<file path="src/rtl/accalu_pkg.sv">
package accalu_pkg;
  localparam int DATA_W = 8;
  localparam int NIB_W  = DATA_W / 2;
  localparam int FLAG_W = 5;

  localparam int FN  = 4;
  localparam int FOV = 3;
  localparam int FZ  = 2;
  localparam int FDC = 1;
  localparam int FC  = 0;

  typedef logic [FLAG_W-1:0] flag_t;

  localparam flag_t MASK_ALL = '1;
  localparam flag_t MASK_NZ  = flag_t'((1 << FN) | (1 << FZ));
  localparam flag_t MASK_Z   = flag_t'(1 << FZ);
  localparam flag_t MASK_C   = flag_t'(1 << FC);
  localparam flag_t MASK_NZC = flag_t'((1 << FN) | (1 << FZ) | (1 << FC));

  typedef enum logic [4:0] {
    OP_ADD  = 5'd0,
    OP_ADDC = 5'd1,
    OP_SUB  = 5'd2,
    OP_SUBB = 5'd3,
    OP_INC  = 5'd4,
    OP_DEC  = 5'd5,
    OP_NEG  = 5'd6,
    OP_COM  = 5'd7,
    OP_AND  = 5'd8,
    OP_IOR  = 5'd9,
    OP_XOR  = 5'd10,
    OP_RLN  = 5'd11,
    OP_RRN  = 5'd12,
    OP_RLC  = 5'd13,
    OP_RRC  = 5'd14,
    OP_MOV  = 5'd15,
    OP_CLR  = 5'd16,
    OP_DAW  = 5'd17
  } alu_op_e;
endpackage

</file>
<file path="src/rtl/accalu_adder.sv">
module accalu_adder
  import accalu_pkg::*;
(
  input  logic [DATA_W-1:0] a_i,
  input  logic [DATA_W-1:0] b_i,
  input  logic              cin_i,
  output logic [DATA_W-1:0] sum_o,
  output logic              cout_o,
  output logic              hcout_o,
  output logic              ovf_o
);
  localparam int HI_W = DATA_W - NIB_W;

  logic [NIB_W:0] lo_sum;
  logic [HI_W:0]  hi_sum;

  // split chain exposes the nibble carry
  assign lo_sum  = {1'b0, a_i[NIB_W-1:0]} + {1'b0, b_i[NIB_W-1:0]} + {{NIB_W{1'b0}}, cin_i};
  assign hi_sum  = {1'b0, a_i[DATA_W-1:NIB_W]} + {1'b0, b_i[DATA_W-1:NIB_W]}
                 + {{HI_W{1'b0}}, lo_sum[NIB_W]};
  assign sum_o   = {hi_sum[HI_W-1:0], lo_sum[NIB_W-1:0]};
  assign hcout_o = lo_sum[NIB_W];
  assign cout_o  = hi_sum[HI_W];
  assign ovf_o   = (a_i[DATA_W-1] == b_i[DATA_W-1]) && (sum_o[DATA_W-1] != a_i[DATA_W-1]);
endmodule

</file>
<file path="src/rtl/accalu_rot.sv">
module accalu_rot
  import accalu_pkg::*;
(
  input  logic [DATA_W-1:0] val_i,
  input  logic              cin_i,
  input  logic              left_i,
  input  logic              thru_i,
  output logic [DATA_W-1:0] res_o,
  output logic              cout_o
);
  logic fill;

  always_comb begin
    if (left_i) begin
      fill   = thru_i ? cin_i : val_i[DATA_W-1];
      res_o  = {val_i[DATA_W-2:0], fill};
      cout_o = val_i[DATA_W-1];
    end else begin
      fill   = thru_i ? cin_i : val_i[0];
      res_o  = {fill, val_i[DATA_W-1:1]};
      cout_o = val_i[0];
    end
  end
endmodule

</file>
<file path="src/rtl/accalu_decadj.sv">
module accalu_decadj
  import accalu_pkg::*;
(
  input  logic [DATA_W-1:0] w_i,
  input  logic              c_i,
  input  logic              dc_i,
  output logic [DATA_W-1:0] res_o,
  output logic              cout_o
);
  localparam logic [DATA_W:0]   LO_FIX = (DATA_W+1)'(6);
  localparam logic [DATA_W-1:0] HI_FIX = DATA_W'(6 << NIB_W);

  logic           lo_adj;
  logic           hi_adj;
  logic [DATA_W:0] step1;

  assign lo_adj = (w_i[NIB_W-1:0] > NIB_W'(9)) || dc_i;
  assign step1  = {1'b0, w_i} + (lo_adj ? LO_FIX : '0);
  assign hi_adj = (step1[DATA_W-1:NIB_W] > (DATA_W-NIB_W)'(9)) || c_i || step1[DATA_W];
  assign res_o  = step1[DATA_W-1:0] + (hi_adj ? HI_FIX : '0);
  assign cout_o = hi_adj;
endmodule

</file>
<file path="src/rtl/accum_alu.sv">
module accum_alu
  import accalu_pkg::*;
(
  input  logic              clk_i,
  input  logic              rst_ni,
  input  logic              en_i,
  input  logic [4:0]        op_i,
  input  logic [DATA_W-1:0] w_i,
  input  logic [DATA_W-1:0] opnd_i,
  input  logic              carry_i,
  input  logic              dcarry_i,
  output logic [DATA_W-1:0] result_o,
  output logic [FLAG_W-1:0] flags_o,
  output logic [FLAG_W-1:0] flag_we_o,
  output logic [FLAG_W-1:0] status_o
);
  alu_op_e op;
  assign op = alu_op_e'(op_i);

  logic [DATA_W-1:0] add_a, add_b, add_sum;
  logic              add_cin, add_c, add_hc, add_ov;
  logic [DATA_W-1:0] rot_res;
  logic              rot_c, rot_left, rot_thru;
  logic [DATA_W-1:0] da_res;
  logic              da_c;

  logic [DATA_W-1:0] res;
  logic              f_c, f_dc, f_ov;
  flag_t             we, fl;
  flag_t             status_q;

  // adder operand steering; subtract is a + ~b + cin
  always_comb begin
    add_a   = w_i;
    add_b   = opnd_i;
    add_cin = 1'b0;
    case (op)
      OP_ADDC: add_cin = carry_i;
      OP_SUB:  begin add_a = opnd_i;  add_b = ~w_i; add_cin = 1'b1;    end
      OP_SUBB: begin add_a = opnd_i;  add_b = ~w_i; add_cin = carry_i; end
      OP_INC:  begin add_a = opnd_i;  add_b = '0;   add_cin = 1'b1;    end
      OP_DEC:  begin add_a = opnd_i;  add_b = '1;   add_cin = 1'b0;    end
      OP_NEG:  begin add_a = ~opnd_i; add_b = '0;   add_cin = 1'b1;    end
      default: ;
    endcase
  end

  accalu_adder u_adder (
    .a_i    (add_a),
    .b_i    (add_b),
    .cin_i  (add_cin),
    .sum_o  (add_sum),
    .cout_o (add_c),
    .hcout_o(add_hc),
    .ovf_o  (add_ov)
  );

  assign rot_left = (op == OP_RLN) || (op == OP_RLC);
  assign rot_thru = (op == OP_RLC) || (op == OP_RRC);

  accalu_rot u_rot (
    .val_i (opnd_i),
    .cin_i (carry_i),
    .left_i(rot_left),
    .thru_i(rot_thru),
    .res_o (rot_res),
    .cout_o(rot_c)
  );

  accalu_decadj u_decadj (
    .w_i   (w_i),
    .c_i   (carry_i),
    .dc_i  (dcarry_i),
    .res_o (da_res),
    .cout_o(da_c)
  );

  always_comb begin
    res  = '0;
    f_c  = 1'b0;
    f_dc = 1'b0;
    f_ov = 1'b0;
    we   = '0;
    case (op)
      OP_ADD, OP_ADDC, OP_SUB, OP_SUBB, OP_INC, OP_DEC, OP_NEG: begin
        res  = add_sum;
        f_c  = add_c;
        f_dc = add_hc;
        f_ov = add_ov;
        we   = MASK_ALL;
      end
      OP_COM: begin res = ~opnd_i;        we = MASK_NZ; end
      OP_AND: begin res = w_i & opnd_i;   we = MASK_NZ; end
      OP_IOR: begin res = w_i | opnd_i;   we = MASK_NZ; end
      OP_XOR: begin res = w_i ^ opnd_i;   we = MASK_NZ; end
      OP_RLN, OP_RRN: begin res = rot_res; we = MASK_NZ; end
      OP_RLC, OP_RRC: begin res = rot_res; f_c = rot_c; we = MASK_NZC; end
      OP_MOV: begin res = opnd_i;         we = MASK_NZ; end
      OP_CLR: begin res = '0;             we = MASK_Z;  end
      OP_DAW: begin res = da_res; f_c = da_c; we = MASK_C; end
      default: ;
    endcase
  end

  always_comb begin
    fl      = '0;
    fl[FN]  = res[DATA_W-1];
    fl[FOV] = f_ov;
    fl[FZ]  = (res == '0);
    fl[FDC] = f_dc;
    fl[FC]  = f_c;
  end

  assign result_o  = res;
  assign flags_o   = fl & we;
  assign flag_we_o = we;

  always_ff @(posedge clk_i or negedge rst_ni) begin
    if (!rst_ni)   status_q <= '0;
    else if (en_i) status_q <= (status_q & ~we) | (fl & we);
  end

  assign status_o = status_q;

  // idle cycles leave the status register alone
  a_r10_hold: assert property (@(posedge clk_i) disable iff (!rst_ni)
    !en_i |=> $stable(status_o));

  // flags outside the mask survive a committed update
  a_r10_keep: assert property (@(posedge clk_i) disable iff (!rst_ni)
    en_i |=> ((status_o & ~$past(flag_we_o)) == ($past(status_o) & ~$past(flag_we_o))));

  // clear yields zero and writes only Z, set
  a_r8_clear: assert property (@(posedge clk_i) disable iff (!rst_ni)
    (op_i == 5'd16) |-> (result_o == '0 && flag_we_o == MASK_Z && flags_o[FZ]));

  // logic class never touches OV, DC or C
  a_r5_logic_mask: assert property (@(posedge clk_i) disable iff (!rst_ni)
    (op_i >= 5'd7 && op_i <= 5'd10) |-> (flag_we_o[FOV] == 1'b0 && flag_we_o[FDC] == 1'b0
                                         && flag_we_o[FC] == 1'b0));

  // unused codes are inert
  a_r11_unused: assert property (@(posedge clk_i) disable iff (!rst_ni)
    (op_i > 5'd17) |-> (result_o == '0 && flag_we_o == '0));

  // masked-off flags read as zero
  a_r1_masked: assert property (@(posedge clk_i) disable iff (!rst_ni)
    ((flags_o & ~flag_we_o) == '0));
endmodule

</file>
<file path="config.mk">
export PLATFORM = sky130hd
export DESIGN_NAME = accum_alu
export DESIGN_NICKNAME = d
export VERILOG_FILES = /design/src/rtl/accalu_pkg.sv /design/src/rtl/accalu_adder.sv /design/src/rtl/accalu_rot.sv /design/src/rtl/accalu_decadj.sv /design/src/rtl/accum_alu.sv
export SDC_FILE = /design/constraint.sdc
export NUM_CORES = 1
export LEC_CHECK = 0
export ABC_CLOCK_PERIOD_IN_PS = 8900
export BUFFER_PORTS_ARGS = -buffer_cell sky130_fd_sc_hd__buf_2
export CORE_MARGIN = 3
export CORE_UTILIZATION = 56
export DETAILED_ROUTE_END_ITERATION = 6
export GPL_ROUTABILITY_DRIVEN = 0
export PLACE_DENSITY = 0.82
export SYNTH_ARGS = -nofsm -noshare
export SYNTH_HDL_FRONTEND = slang
export SYNTH_SLANG_ARGS = --single-unit
</file>
<file path="constraint.sdc">
create_clock -name clk_i -period 8.9 [get_ports clk_i]
set_input_delay 1.78 -clock clk_i [delete_from_list [all_inputs] [get_ports clk_i]]
set_output_delay 1.78 -clock clk_i [all_outputs]
set_load 0.005 [all_outputs]
</file>
==> impl_metrics.csv <==
group,metric,value,unit
synth,async_flop_share,1.00,
floorplanning,core_area,3720,µm²
critical_path,r2r_cells,2,
timing,worst_slew_pin_slew,517,ps
critical_path,crit_path_max_fanout,18,
timing,finalMaxSlewViolations,0,
critical_path,worstSetupStartpointType,"primary input",
grt,gr-total-overflow,0,
detailed_routing,routed_wl,7040,µm
synth,synthTopCellsByArea,"ha_1 15%, xnor2_1 6.8%, dfrtp_1 5.7%",
detailed_routing,routed_via_density,6.49,
grt,grt_antenna_before_repair,0,
floorplanning,io_pins,49,
timing,setup_viol,0,
power_and_ir_drop,pwr_density_cell,92.3,nW/µm²
timing,fin_crit_sh,0.937,
synth,syn_avg_cell_area,7.27,µm²
timing,rsz0062_at_grt,"false",
timing,clock_skew,0,ps
power_and_ir_drop,vdd_drop_max,37.3,µV
detailed_routing,drcViolationCount,0,
timing,max_freq,120,MHz
timing,finalHoldViolCount,0,
worst_hold_path,hold_class,"register to register",
clocking,clock_path_buffers,2,
synth,yosys_warnings,0,
cells_and_area,drive_gt1_frac,0.194,
floorplanning,start_util,0.589,
clocking,cts_setup_buffers,0,
synth,synth_edf_count,0,
cells_and_area,final_common_cell,"buf_2",
timing,slew_headroom,0.654,
synth,yosysUniqueCellTypes,61,
synth,synth_fp_nets,358,
grt,groute.usage.overall,0.308,
clocking,cts_sinks,5,
clocking,clkTransAtPathRegs,30,ps
floorplanning,die_area,4690,µm²
detailed_routing,drtIter0Drc,337,
worst_hold_path,hold_depth,2,
synth,yosysTopAreaCellShare,0.149,
clocking,htree_levels,1,
power_and_ir_drop,finalPower,220,µW
clocking,numCtsBuffers,3,
floorplanning,row_count,22,
critical_path,worst_setup_path_end_kind,"primary output",
critical_path,r2r_slack,8110,ps
synth,seq_area_frac_synth,0.0572,
run_status,status,"finished, final reports clean",
cells_and_area,finalNonFillerCells,378,
cells_and_area,layout_common_cells,"48 x buf_2, 31 x inv_1, 31 x nand2_1",
synth,ys_ff_latch,5,
grt,grt_pass1_vias,2137,
grt,grt_first_pass_wirelength,10900,µm
timing,fin_setup_tns,0,ps
clocking,cts_root_buffer,"clkbuf_8",
detailed_routing,via_count,2455,
floorplanning,die_y,68.5,µm
placement,dp_hpwl,5470,µm
floorplanning,die_x,68.5,µm
clocking,post_cts_resize_count,0,
synth,synth_top_cell_by_area,"ha_1",
synth,synthCells,301,
run,drv_cap,0,
clocking,cts_tree,"yes",
detailed_routing,firstDrtPassIters,5,
timing,period_needed,8340,ps
cells_and_area,area_growth,8.92,%
critical_path,arrival,6560,ps
cells_and_area,antennaDiodeCount,0,
critical_path,worstSetupPathType,"primary input to primary output",
clocking,worstSkewPairLatency,220,ps
power_and_ir_drop,p_leak,0.00117,µW
grt,grt_max_degree,19,
clocking,hold_buffers,0,
placement,dp_cells,374,
critical_path,required,7120,ps
placement,io_buffers,48,
synth,netlist_area,2190,µm²
cells_and_area,fin_nets,388,
synth,ys.flop_type,"dfrtp_1",
detailed_routing,wl_per_cell,18.6,µm
detailed_routing,final_antenna_net_count,0,
worst max-delay path: stages:
cell and delay (ps):
buf_2 350, nor2_1 180, and3_1 320, nor2_1 460, a21oi_1 180, fa_1 420, inv_1 80, fa_1 200
a21o_1 120, a21oi_1 130, fa_1 460, fa_1 420, xnor2_1 140, a32o_1 210, a221oi_1 240, o2111a_1 260
nand4_1 140, nor4_1 280, buf_2 170
layout make-up:
class	instances	area (µm²)
clock buffer	4	45.0
fill	354	1330
inverter	31	116
multi-input combinational	242	1800
sequential	5	125
tap	48	60.1
timing repair buffer	48	240
cell usage after synthesis, types with 5 or more instances:
cell	n
o211ai_1	9
inv_1	31
nand3_1	11
a21oi_1	16
o21ai_0	21
clkbuf_1	10
buf_6	6
xnor2_1	17
dfrtp_1	5
a21o_1	7
fa_1	5
nand2_1	31
ha_1	26
nor2_1	21
worst max path at each step:
stage	end	slack [ps]	cells after the start	start
after floorplan	flags_o[2]	1430	19	op_i[2]
after global placement	flags_o[2]	900	19	op_i[3]
after detailed placement	flags_o[2]	720	19	op_i[3]
after CTS	flags_o[2]	690	19	op_i[3]
after global routing	flags_o[2]	280	19	op_i[3]
final	flags_o[2]	560	19	op_i[3]
per-stage QoR:
stage / hold WS (ps) / utilization / worst slack [ps] / area [µm²]
global placement: 476 / 0.629 / 899 / 2340
floorplan: 469 / - / 1430 / 2190
finish: 467 / 0.641 / 557 / 2380
global route: 494 / 0.641 / 281 / 2380
CTS: 469 / 0.641 / 691 / 2380
detailed placement: 461 / 0.629 / 719 / 2340
per-layer routing:
| layer | up-vias | GRT usage | part of all wire |
|---|---|---|---|
| met3 | 22 | 0.0373 | 0.13 |
| met1 | 1113 | 0.430 | 0.40 |
| met2 | 182 | 0.482 | 0.44 |
| met4 | 0 | 0.109 | 0.030 |
| met5 | - | 0 | 0 |
| li1 | 1138 | - | - |
power breakdown:
group	internal (µW)	switching (µW)	total, µW
clock	30.7	10.3	41.0
sequential	27.8	2.28	30.1
combinational	61.3	87.5	149
cells by family (layout without fill, tap and decap cells):
| group | after synthesis | in the layout | synth area share |
|---|---|---|---|
| compound gates | 90 | 90 | 0.293 |
| xor+xnor | 21 | 21 | 0.0841 |
| fa+ha+maj | 31 | 31 | 0.195 |
| buf+inv | 54 | 83 | 0.122 |
| flops | 5 | 5 | 0.0572 |
| mux | 2 | 2 | 0.0103 |
| simple gates | 98 | 98 | 0.239 |
(Power assumes the default switching activity.)
